[config.mk]
export PLATFORM = sky130hd
export DESIGN_NAME = ilen_decoder
export DESIGN_NICKNAME = d
export VERILOG_FILES = /design/src/rtl/ilen_decoder.sv
export SDC_FILE = /design/constraint.sdc
export NUM_CORES = 1
export LEC_CHECK = 0
export ABC_AREA = 1
export BUFFER_PORTS_ARGS = -buffer_cell sky130_fd_sc_hd__buf_2
export CORE_MARGIN = 2
export CORE_UTILIZATION = 58
export CTS_BUF_LIST = sky130_fd_sc_hd__clkbuf_2
export DETAILED_ROUTE_END_ITERATION = 6
export GPL_ROUTABILITY_DRIVEN = 1
export PLACE_DENSITY_LB_ADDON = 0.12
export SLEW_MARGIN = 20
export SYNTH_ARGS = -nofsm -noshare
export SYNTH_HDL_FRONTEND = slang
export SYNTH_SLANG_ARGS = --single-unit
[constraint.sdc]
create_clock -name clk -period 1.83 [get_ports clk]
set_input_delay 0.183 -clock clk [delete_from_list [all_inputs] [get_ports clk]]
set_output_delay 0.183 -clock clk [all_outputs]
set_load 0.01 [all_outputs]
[src/rtl/ilen_decoder.sv]
module ilen_decoder #(
  parameter int AW = 16
) (
  input  logic          clk,
  input  logic          rst_n,
  input  logic          flush,
  input  logic [AW-1:0] flush_addr,
  input  logic          in_valid,
  output logic          in_ready,
  input  logic [7:0]    in_byte,
  output logic          out_valid,
  output logic [7:0]    out_byte,
  output logic          out_start,
  output logic [4:0]    out_len,
  output logic [3:0]    out_class,
  output logic [AW-1:0] out_addr
);

  logic          pend_v, pend_start;
  logic [7:0]    pend_byte;
  logic [AW-1:0] pend_addr, next_addr;
  logic [4:0]    cnt;
  logic [4:0]    cls_len;
  logic [3:0]    cls_code;
  logic          acc, emit, in_is_start;
  logic [9:0]    pfx;

  assign in_ready    = ~flush;
  assign acc         = in_valid & in_ready;
  assign emit        = ~flush & pend_v & (~pend_start | acc);
  assign in_is_start = (cnt == 5'd0) & ~(pend_v & pend_start);
  assign pfx         = {pend_byte, in_byte[7:6]};

  always_comb begin
    casez (pfx)
      10'b0111110110: begin cls_len = 5'd12; cls_code = 4'd9;  end
      10'b0111110111: begin cls_len = 5'd20; cls_code = 4'd10; end
      10'b0111111???: begin cls_len = 5'd18; cls_code = 4'd11; end
      10'b0?????????: begin cls_len = 5'd4;  cls_code = 4'd0;  end
      10'b10????????: begin cls_len = 5'd4;  cls_code = 4'd1;  end
      10'b110000????: begin cls_len = 5'd4;  cls_code = 4'd2;  end
      10'b110001????: begin cls_len = 5'd3;  cls_code = 4'd3;  end
      10'b11001?????: begin cls_len = 5'd8;  cls_code = 4'd4;  end
      10'b1101??????: begin cls_len = 5'd6;  cls_code = 4'd5;  end
      10'b1110??????: begin cls_len = 5'd2;  cls_code = 4'd6;  end
      10'b11110?????: begin cls_len = 5'd2;  cls_code = 4'd7;  end
      default:        begin cls_len = 5'd10; cls_code = 4'd8;  end
    endcase
  end

  always_ff @(posedge clk) begin
    if (!rst_n) begin
      pend_v     <= 1'b0;
      pend_start <= 1'b0;
      pend_byte  <= '0;
      pend_addr  <= '0;
      next_addr  <= '0;
      cnt        <= '0;
      out_valid  <= 1'b0;
      out_byte   <= '0;
      out_start  <= 1'b0;
      out_len    <= '0;
      out_class  <= '0;
      out_addr   <= '0;
    end else if (flush) begin
      pend_v     <= 1'b0;
      pend_start <= 1'b0;
      cnt        <= '0;
      next_addr  <= flush_addr;
      out_valid  <= 1'b0;
    end else begin
      out_valid <= emit;
      if (emit) begin
        out_byte  <= pend_byte;
        out_addr  <= pend_addr;
        out_start <= pend_start;
        out_len   <= pend_start ? cls_len : 5'd0;
        out_class <= pend_start ? cls_code : 4'd0;
      end
      if (acc) begin
        pend_v     <= 1'b1;
        pend_byte  <= in_byte;
        pend_addr  <= next_addr;
        next_addr  <= next_addr + 1'b1;
        pend_start <= in_is_start;
        if (pend_v && pend_start)
          cnt <= cls_len - 5'd2;
        else if (cnt != 5'd0)
          cnt <= cnt - 5'd1;
      end else if (emit) begin
        pend_v <= 1'b0;
      end
    end
  end

  AST_CONT_UNTAGGED: assert property (@(posedge clk) disable iff (!rst_n)
    out_valid && !out_start |-> out_len == 5'd0 && out_class == 4'd0);

  AST_START_LEN_LEGAL: assert property (@(posedge clk) disable iff (!rst_n)
    out_valid && out_start |-> out_len inside {5'd2, 5'd3, 5'd4, 5'd6, 5'd8,
                                                5'd10, 5'd12, 5'd18, 5'd20});

  AST_FLUSH_SILENT: assert property (@(posedge clk) disable iff (!rst_n)
    flush |=> !out_valid);

  AST_ADDR_STEP: assert property (@(posedge clk) disable iff (!rst_n)
    out_valid && $past(out_valid) |-> out_addr == $past(out_addr) + 1'b1);

  AST_START_NEEDS_ACCEPT: assert property (@(posedge clk) disable iff (!rst_n)
    out_valid && out_start |-> $past(in_valid && in_ready));

endmodule

==> metrics, run 1 <==
CP max FO 5; CTS Buf Count 9; status finished clean; dpl cells between 600 and 700; Final Skew 0.02893 ns; P per Cell Area 706.8 nW/µm²; H-tree depth 3; TritonCTS clock tree yes; GRT Total Usage around a quarter; DR iter-0 viols 234; fin crit share a little over nine tenths; Via density approximately 5.4; vias in the first global route about 3200; CP Capture Type flip-flop; EDFF count, synth 0; Max Clk Rate 0.5780 GHz; Critical path buffers and inverters 2; die width 83.04 µm; largest family of logic cells by synthesized area simple AND/OR/NAND/NOR gates; Clock Tree Buf Depth 2; post-synthesis adder-cell area fraction 1.381%; share of the yosys chip area belonging to registers between 40% and 50%; mean area per synthesized cell around 7.3 µm²; Peak VDD IR about 0.00047 V; FP Rows 28; Worst Setup SP pend_byte[7]; Crit path max-delay family simple AND/OR/NAND/NOR gates; Post-Syn Instances between 400 and 500; multiplexer area fraction after synthesis 0%; Leak about 2.0 nW; share of cells above drive strength 1 between 10% and 20%; Post-CTS Setup Repair Bufs 0; Port Buf Inserts 63; clk_lat worst skew approximately 0.54 ns; final wirelength around 9.1 mm; # DRC 0; root buf cell clkbuf_2; fraction of registers with async set/reset 0%; clock-pin transition on the worst setup and hold timing paths 0.24 ns; Simple-Gate Fraction of Synth Area between 20% and 30%; Initial Utilization 60.48%; Comb pwr share between 10% and 20%; Ant. Diodes 0; synthesized cell area ~3600 µm²; Min Hold Slack roughly 0.018 ns; HP Class input pin to flip-flop; crit path cell chain nand2_1 -> inv_1 -> nand3_1 -> and2_1 -> nand3_1 -> inv_1 -> ha_1 -> nor2_1 -> a21oi_1 -> a21oi_1; post-layout min period roughly 1.7 ns; hpwl dp around 5.9 mm; worst r2r src pend_byte[7]; Worst Min Path Start in_valid; top_reg_cell synth dfxtp_1; fin cells between 600 and 700; Pre-antenna DRT Iters 5; Sw Share ~29%; post-synthesis register bit count slightly above 80; Slew HR ~60%; Slew Viols, Final 0; Cell variety after synth 39; vias between 3000 and 4000; CP required approximately 2.3 ns; RSZ-0062 raised after global routing no; CP startpoint kind flip-flop; final hold violation count 0; Synth Warn # 0; Antenna Nets Post-Route 0; endpoints failing setup 0; maxcap violations 0; largest net degree at the start of global routing between 50 and 60; io pins 64; Synth Area in XOR/XNOR 0.7251%; Synth Area in Compound Gates 20.61%; P&R area growth vs syn 19.27%; antenna violations before repair 0; Clk pwr share between 20% and 30%; setup slack, reg-to-reg roughly 0.1 ns; WL per Instance roughly 14 µm; Pint about 2.2 mW; Core Box Area 5991 µm²; Least-Margin Pin Slew between 0.6 and 0.7 ns; WP data arrival ~2.2 ns; Max stage delay on crit path ~0.42 ns; Syn Nets approximately 530; overall die area just under 7000 µm²; Setup CP Type flip-flop to flip-flop; nets@finish about 610; GP Congestion between 0.8 and 0.9; Die H 83.04 µm; Overflow after GRT 0; Flop pwr share 62.7%; fill count about 520; Crit-path slowest cell dfxtp_4; Psw roughly 890 µW; first-pass GRT wire length 14.91 mm; Sink Count 82
cells in the mapped netlist, drive strengths merged (2+ instances only):
master | number | area, µm²
dfxtp | 82 | 1642
nor3 | 5 | 30.03
o21ai | 57 | 285.3
a31oi | 4 | 25.02
ha | 4 | 50.05
nand2 | 91 | 356.6
clkbuf | 7 | 26.28
a22oi | 4 | 30.03
a21oi | 57 | 285.3
nand4 | 5 | 31.28
a211oi | 6 | 45.04
nor2 | 52 | 207.7
nand3 | 28 | 140.1
o211ai | 3 | 36.28
buf | 15 | 81.33
xor2 | 3 | 26.28
or2 | 2 | 12.52
o311ai | 3 | 26.28
inv | 63 | 239.0
per-stage QoR:
stage                     cell area [µm²]  power, mW  utilization (%)  setup slack [ns]   TNS, ns
after floorplan                      3623      2.142                -            0.2446         0
after global placement               3978      2.241            66.40            0.1246         0
after detailed placement             3978      2.251            66.40          -0.03045  -0.04997
after CTS                            4292      3.048            71.64           0.03287         0
after global routing                 4322      3.203            72.14          0.004335         0
final                                4322      3.055            72.14           0.09975         0
power groups by stage:
stage	logic [mW]	registers (mW)	clock network [mW]
after global routing	0.394	1.93	0.882
after CTS	0.343	1.91	0.793
after global placement	0.297	1.94	0
after detailed placement	0.304	1.95	0
after floorplan	0.201	1.94	0
final	0.353	1.92	0.786
layout by cell type, fill, tap and decap left out, types with 2 or more instances in the layout:
| cell | count |
|---|---|
| dlygate4sd3_1 | 23 |
| nand2_2 | 3 |
| o311ai_1 | 2 |
| dfxtp_1 | 76 |
| clkbuf_2 | 9 |
| clkinv_2 | 3 |
| a31oi_1 | 4 |
| a211oi_1 | 6 |
| a22oi_1 | 4 |
| nand4_1 | 5 |
| dfxtp_2 | 5 |
| nand3_1 | 27 |
| nor2_2 | 3 |
| a21oi_1 | 57 |
| o21ai_1 | 3 |
| o21ai_0 | 53 |
| buf_2 | 63 |
| inv_2 | 4 |
| o211ai_1 | 2 |
| nor3_1 | 3 |
| inv_1 | 58 |
| ha_1 | 4 |
| nand2_1 | 87 |
| buf_4 | 7 |
| xor2_1 | 3 |
| nor2_4 | 2 |
| nor2_1 | 47 |
| nor3_2 | 2 |
state kept, by name (all words and copies together), names as in the netlist, 4 cells and up:
signal,count
cnt,5
next_addr,16
out_addr,16
out_byte,8
out_class,4
out_len,5
pend_addr,16
pend_byte,8
tightest hold or removal path, stage by stage:
cell      delay, ns
buf_2          0.15
inv_2          0.10
a211oi_1       0.08
per-layer routing:
layer,global-route usage (%),part of all wire [%],vias to the layer above
met1,37.44,47,1570
met4,9.389,1.8,0
met3,4.970,6.8,18
li1,-,-,1798
met5,0,0,-
met2,40.32,45,151
layout make-up:
type / count / area, µm² / share of cell area (%)
Clock buffer: 9 / 45.04 / 1.042
Timing Repair Buffer: 93 / 598.1 / 13.84
Inverter: 63 / 239.0 / 5.530
Tap cell: 75 / 93.84 / 2.171
Sequential cell: 82 / 1652 / 38.22
Multi-Input combinational cell: 330 / 1659 / 38.39
Clock inverter: 6 / 35.03 / 0.8107
final timing paths:
| kind | to | cells past startpoint |
|---|---|---|
| setup / recovery | cnt[2] | 10 |
| hold / removal | pend_start | 3 |
| setup reg to reg | cnt[2] | 10 |
| hold reg to reg | out_addr[15] | 2 |
logic make-up after synthesis:
logic type / Yosys count
AOI/OAI and AO/OA: 136
and+or+nand+nor: 187
xor gates and xnor gates: 3
buffers and inverters: 85
adders and majority gates: 4
DFF: 82
timing repair:
item / 4_1_cts / 5_1_grt
hold buffers: 23 / 0
endpoints found under the hold margin: 23 / 0
resized for setup: 3 / 11
setup endpoints to repair: 2 / 3
cloned: 0 / 0
No activity file was read; power rests on OpenSTA's default activity.
==> inputs of run 2 (changes only) <==
--- a/config.mk
+++ b/config.mk
@@ -7,8 +7,10 @@
 export LEC_CHECK = 0
 export ABC_AREA = 1
 export BUFFER_PORTS_ARGS = -buffer_cell sky130_fd_sc_hd__buf_2
+export CELL_PAD_IN_SITES_DETAIL_PLACEMENT = 0
+export CELL_PAD_IN_SITES_GLOBAL_PLACEMENT = 1
 export CORE_MARGIN = 2
-export CORE_UTILIZATION = 58
+export CORE_UTILIZATION = 41
 export CTS_BUF_LIST = sky130_fd_sc_hd__clkbuf_2
 export DETAILED_ROUTE_END_ITERATION = 6
 export GPL_ROUTABILITY_DRIVEN = 1
==> metrics, run 2 (synthesis gave the netlist of run 1 again) <==
status finished clean; Core Box Area 8636 µm² (+44%); die width 98.01 µm (+18%); maxcap violations 0 (unchanged); Psw 948.2 µW (+6.8%); cells on worst reg2reg path 10 (unchanged); P&R area growth vs syn 22.31%; CTS Buf Count 9 (unchanged); H-tree depth 3 (unchanged); CP required 2.30 ns (about the same); GP Congestion 0.9110 (+2.1%); TritonCTS clock tree yes; share of cells above drive strength 1 19.59% (+0.55 points); Critical path buffers and inverters 2 (unchanged); WL per Instance 13.27 µm (-4.0%); # DRC 0 (unchanged); GRT Total Usage 19.43% (-7.0 points); root buf cell clkbuf_2; antenna violations before repair 0 (unchanged); Port Buf Inserts 63 (unchanged); Ant. Diodes 0 (unchanged); Crit path max-delay family simple AND/OR/NAND/NOR gates; HP Class input pin to flip-flop; nets@finish 614 (+0.49%); Sw Share 28.87% (-0.21 points); final hold violation count 0 (unchanged); Final Skew 0.02517 ns (-0.003755 ns); setup slack, reg-to-reg 0.19 ns (+0.09 ns); Comb pwr share 10.7% (-0.8 points); Setup WS pre-CTS 0.04966 ns (+0.08011 ns); Least-Margin Pin Slew 0.6666 ns (+0.04380 ns); vias 3486 (-1.4%); crit path cell chain nand2_1 -> inv_1 -> nand3_1 -> and2_1 -> nand3_1 -> inv_1 -> ha_1 -> nor2_1 -> a21oi_1 -> a21oi_1; vias in the first global route 3259 (+0.46%); critical path depth 10 (unchanged); Slew HR 55.50% (-2.9 points); Antenna Nets Post-Route 0 (unchanged); Pint 2.337 mW (+7.9%); Crit-path slowest cell dfxtp_2; largest net degree at the start of global routing 56 (unchanged); Max stage delay on crit path 0.43 ns (about the same); CP startpoint kind flip-flop; Slew Viols, Final 0 (unchanged); DR iter-0 viols 100 (-57%); Clk pwr share 31.0% (+5.3 points); Min-Delay Endpoint next_addr[14]; Hold Crit Depth 4 (+1); CP max FO 5 (unchanged); Pre-antenna DRT Iters 4 (-1); worst r2r src pend_byte[7]; clk_lat worst skew 0.54 ns (about the same); first-pass GRT wire length 15.21 mm (+2.0%); Leak 2.045 nW (+1.5%); dpl cells 654 (+5.5%); Initial Utilization 41.96% (-19 points); Worst Min Path Start flush_addr[14]; Overflow after GRT 0 (unchanged); FP Rows 34 (+21%); Placement Cell Area 4026 µm² (+1.2%); Die H 98.01 µm (+18%); Sink Count 82 (unchanged); overall die area 9606 µm² (+39%); Via density 5.016 (-6.7%); final wirelength 9.223 mm (+1.4%); endpoints failing setup 0 (unchanged); Clock Tree Buf Depth 2 (unchanged); P per Cell Area 741.2 nW/µm² (+4.9%); Flop pwr share 58.3% (-4.4 points); WP data arrival 2.11 ns (-0.09 ns); post-layout min period 1.638 ns (-0.09181 ns); io pins 64 (unchanged); area of the multi-input gates 1662 µm² (+0.15%); design area 4432 µm² (+2.5%); PnR worst setup slack 0.1916 ns (+0.09181 ns); register area 1652 µm² (unchanged); fin cells 695 (+5.6%); fin crit share 89.53% (-5.0 points); CP Capture Type flip-flop; leading cell types in the layout, fill and taps excluded 86 x nand2_1, 76 x dfxtp_1, 63 x buf_2; Max Clk Rate 0.6103 GHz (+5.6%); fill count 912 (+77%); largest registers next_addr x16, out_addr x16, pend_addr x16; Peak VDD IR 0.0002967 V (-37%); most common cell after layout, fill and taps aside nand2_1; clock-pin transition on the worst setup and hold timing paths 0.24 ns (about the same); Setup CP Type flip-flop to flip-flop; hpwl dp 6.388 mm (+8.1%); worst reg2reg endpoint cnt[2]
-- run 2: power groups by stage --
stage          sequential (mW)  combinational, mW  clock [mW]
5_1_grt                   1.93              0.400        1.11
2_1_floorplan             1.94              0.201           0
6_report                  1.92              0.352        1.02
3_5_place_dp              1.95              0.311           0
3_3_place_gp              1.95              0.308           0
4_1_cts                   1.91              0.352        1.04
-- run 2: layout make-up --
| class | instances | share of cell area [%] |
|---|---|---|
| Clock inverter | 7 | 1.722 |
| Tap cell | 108 | 3.049 |
| Sequential cell | 82 | 37.27 |
| Clock buffer | 9 | 1.016 |
| Inverter | 63 | 5.392 |
| Multi-Input combinational cell | 330 | 37.49 |
| Timing Repair Buffer | 96 | 14.06 |
-- run 2: tightest hold or removal path: stages --
cell	delay [ns]
buf_2	0.08
nand2_1	0.04
a21boi_0	0.12
a21oi_1	0.13
-- run 2: worst max path at each step --
stage | from | to
floorplan | pend_byte[5] | cnt[2]
global placement | pend_byte[3] | cnt[2]
detailed placement | pend_byte[3] | cnt[2]
CTS | pend_byte[6] | cnt[2]
global route | pend_byte[6] | cnt[2]
finish | pend_byte[7] | cnt[2]
-- run 2: stage by stage --
| stage | total power [mW] | setup TNS, ns | hold slack (ns) | utilization (%) |
|---|---|---|---|---|
| floorplan | 2.142 | 0 | 0.3497 | - |
| global placement | 2.254 | 0 | 0.4440 | 46.62 |
| detailed placement | 2.258 | 0 | 0.4485 | 46.62 |
| CTS | 3.309 | 0 | 0.009138 | 50.84 |
| global route | 3.435 | -0.01159 | 0.04801 | 51.32 |
| finish | 3.285 | 0 | 0.03621 | 51.32 |
-- run 2: metal layers --
layer / part of all wire (%) / vias to the layer above / GRT usage, % / wire length, µm
met4: 1.4 / 0 / 5.662 / 132
met1: 46 / 1615 / 24.10 / 4257
li1: - / 1810 / - / -
met5: 0 / - / 0 / 0
met2: 49 / 48 / 34.46 / 4561
met3: 2.9 / 13 / 3.436 / 272
-- run 2: timing repair --
action                                  4_1_cts  5_1_grt
hold buffers                                 24        0
buffers inserted                              0        1
pin swaps                                     0        0
endpoints found under the hold margin        25        0
endpoints found under the setup margin        2        2
resized for setup                             1       14
cloned                                        0        0
==> inputs of run 3 (changes only) <==
--- a/config.mk
+++ b/config.mk
@@ -15,6 +15,7 @@
 export DETAILED_ROUTE_END_ITERATION = 6
 export GPL_ROUTABILITY_DRIVEN = 1
 export PLACE_DENSITY_LB_ADDON = 0.12
+export RECOVER_POWER = 25
 export SLEW_MARGIN = 20
 export SYNTH_ARGS = -nofsm -noshare
 export SYNTH_HDL_FRONTEND = slang
==> metrics, run 3 (synthesis gave the netlist of run 1 again) <==
final hold violation count 0 (unchanged); setup TNS 0 ns (unchanged); total power draw 3.277 mW (-0.23%); cells on worst reg2reg path 10 (unchanged); GP Congestion 0.9110 (unchanged); fin crit share 89.37% (-0.16 points); Worst Min Path Start in_valid; Setup WS pre-CTS 0.04966 ns (unchanged); Antenna Nets Post-Route 0 (unchanged); WL per Instance 13.27 µm (about the same); largest registers next_addr x16, out_addr x16, pend_addr x16; vias 3504 (+0.52%); hpwl dp 6.388 mm (unchanged); P per Cell Area 741.1 nW/µm² (about the same); Via density 5.042 (+0.52%); CP required 2.29 ns (about the same); Core Box Area 8636 µm² (unchanged); Hold Crit Depth 3 (-1); final wirelength 9.221 mm (about the same); maxcap violations 0 (unchanged); Overflow after GRT 0 (unchanged); most common cell after layout, fill and taps aside nand2_1; io pins 64 (unchanged); Setup CP Type flip-flop to flip-flop; clk_lat worst skew 0.52 ns (-0.02 ns); Clock Tree Buf Depth 2 (unchanged); worst reg2reg endpoint cnt[2]; nets@finish 614 (unchanged); Comb pwr share 10.7% (about the same); Max Clk Rate 0.6115 GHz (+0.18%); Psw 942.2 µW (-0.64%); setup slack, reg-to-reg 0.19 ns (about the same); FP Rows 34 (unchanged); Least-Margin Pin Slew 1.035 ns (+0.3689 ns); die width 98.01 µm (unchanged); H-tree depth 3 (unchanged); clock-pin transition on the worst setup and hold timing paths 0.24 ns (about the same); largest net degree at the start of global routing 56 (unchanged); fin cells 695 (unchanged); Pint 2.335 mW (about the same); endpoints failing setup 0 (unchanged); root buf cell clkbuf_2; CP max FO 5 (unchanged); Sw Share 28.75% (-0.12 points); Flop pwr share 58.4% (about the same); DR iter-0 viols 90 (-10%); CTS Buf Count 9 (unchanged); GRT Total Usage 19.43% (unchanged); Peak VDD IR 0.0002964 V (about the same); Port Buf Inserts 63 (unchanged); Slew Viols, Final 0 (unchanged); Pre-antenna DRT Iters 4 (unchanged); Leak 2.029 nW (-0.77%); first-pass GRT wire length 15.21 mm (unchanged); P&R area growth vs syn 22.03%; post-layout min period 1.635 ns (-0.002984 ns); Crit-path slowest cell dfxtp_2; CP Capture Type flip-flop; status finished clean; Min-Delay Endpoint pend_start; TritonCTS clock tree yes; WP data arrival 2.10 ns (about the same); Initial Utilization 41.96% (unchanged); share of cells above drive strength 1 19.08% (-0.51 points); overall die area 9606 µm² (unchanged); Sink Count 82 (unchanged); Final Skew 0.02322 ns (-0.001957 ns); antenna violations before repair 0 (unchanged); vias in the first global route 3259 (unchanged); Clk pwr share 30.9% (about the same); Die H 98.01 µm (unchanged); crit path cell chain nand2_1 -> inv_1 -> nand3_1 -> and2_1 -> nand3_1 -> inv_1 -> ha_1 -> nor2_1 -> a21oi_1 -> a21oi_1; Crit path max-delay family simple AND/OR/NAND/NOR gates; Core Util, Final 51.20% (-0.12 points); Slew HR 30.97% (-25 points); CP startpoint kind flip-flop; leading cell types in the layout, fill and taps excluded 86 x nand2_1, 76 x dfxtp_1, 61 x buf_2; Critical path buffers and inverters 2 (unchanged); PnR worst setup slack 0.1945 ns (+0.002984 ns); Max stage delay on crit path 0.42 ns (about the same); Ant. Diodes 0 (unchanged); worst r2r src pend_byte[7]; # DRC 0 (unchanged); dpl cells 654 (unchanged); HP Class input pin to flip-flop
run 3: changes by cell type in the layout (fill, tap and decap cells not counted), sizes merged:
| cell | change |
|---|---|
| buf | -4 |
| clkbuf | +4 |
| clkinvlp | +1 |
| inv | -1 |
run 3: metal layers:
metal | routed length, µm | GRT usage, % | vias to the layer above | part of all wire, %
met5 | 0 | 0 | - | 0
met4 | 124 | 5.662 | 0 | 1.3
met3 | 281 | 3.436 | 13 | 3.0
met2 | 4550 | 34.46 | 56 | 49
met1 | 4265 | 24.10 | 1624 | 46
li1 | - | - | 1811 | -
run 3: what timing repair did:
action / 4_1_cts / 5_1_grt
hold buffers: 24 / 0
setup buffers: 0 / 1
endpoints found under the setup margin: 2 / 2
gates resized for setup: 1 / 14
pin swaps: 0 / 0
endpoints found under the hold margin: 25 / 0
run 3: cell type report:
type | count | area, µm²
fill | 914 | 4214
multi-input combinational | 330 | 1662
tap | 108 | 135.1
sequential | 82 | 1652
clock buffer | 9 | 45.04
timing repair buffer | 96 | 614.3
clock inverter | 7 | 76.32
inverter | 63 | 237.7
run 3: worst min-delay path, delay by kind of cell:
kind / cells / cell delay (ns)
buffers and inverters: 2 / 0.29
AOI/OAI and AO/OA: 1 / 0.08
run 3: power groups by stage:
stage                     Sequential (mW)  Combinational [mW]  Clock [mW]
after global routing                 1.93               0.398        1.11
after CTS                            1.91               0.352        1.04
after floorplan                      1.94               0.201           0
final                                1.91               0.350        1.01
after detailed placement             1.95               0.311           0
after global placement               1.95               0.308           0
run 3: per-stage QoR:
stage / hold WS [ns] / area, µm²
floorplan: 0.3497 / 3623
global placement: 0.4440 / 4026
detailed placement: 0.4485 / 4026
CTS: 0.009138 / 4390
global route: 0.04801 / 4422
finish: 0.05488 / 4422
run 3: worst max-delay path by stage:
stage	end	cells past startpoint	slack [ns]	start
floorplan	cnt[2]	10	0.24	pend_byte[5]
global placement	cnt[2]	10	0.11	pend_byte[3]
detailed placement	cnt[2]	10	0.05	pend_byte[3]
CTS	cnt[2]	10	0.02	pend_byte[6]
global route	cnt[2]	10	-0.01	pend_byte[6]
finish	cnt[2]	10	0.19	pend_byte[7]
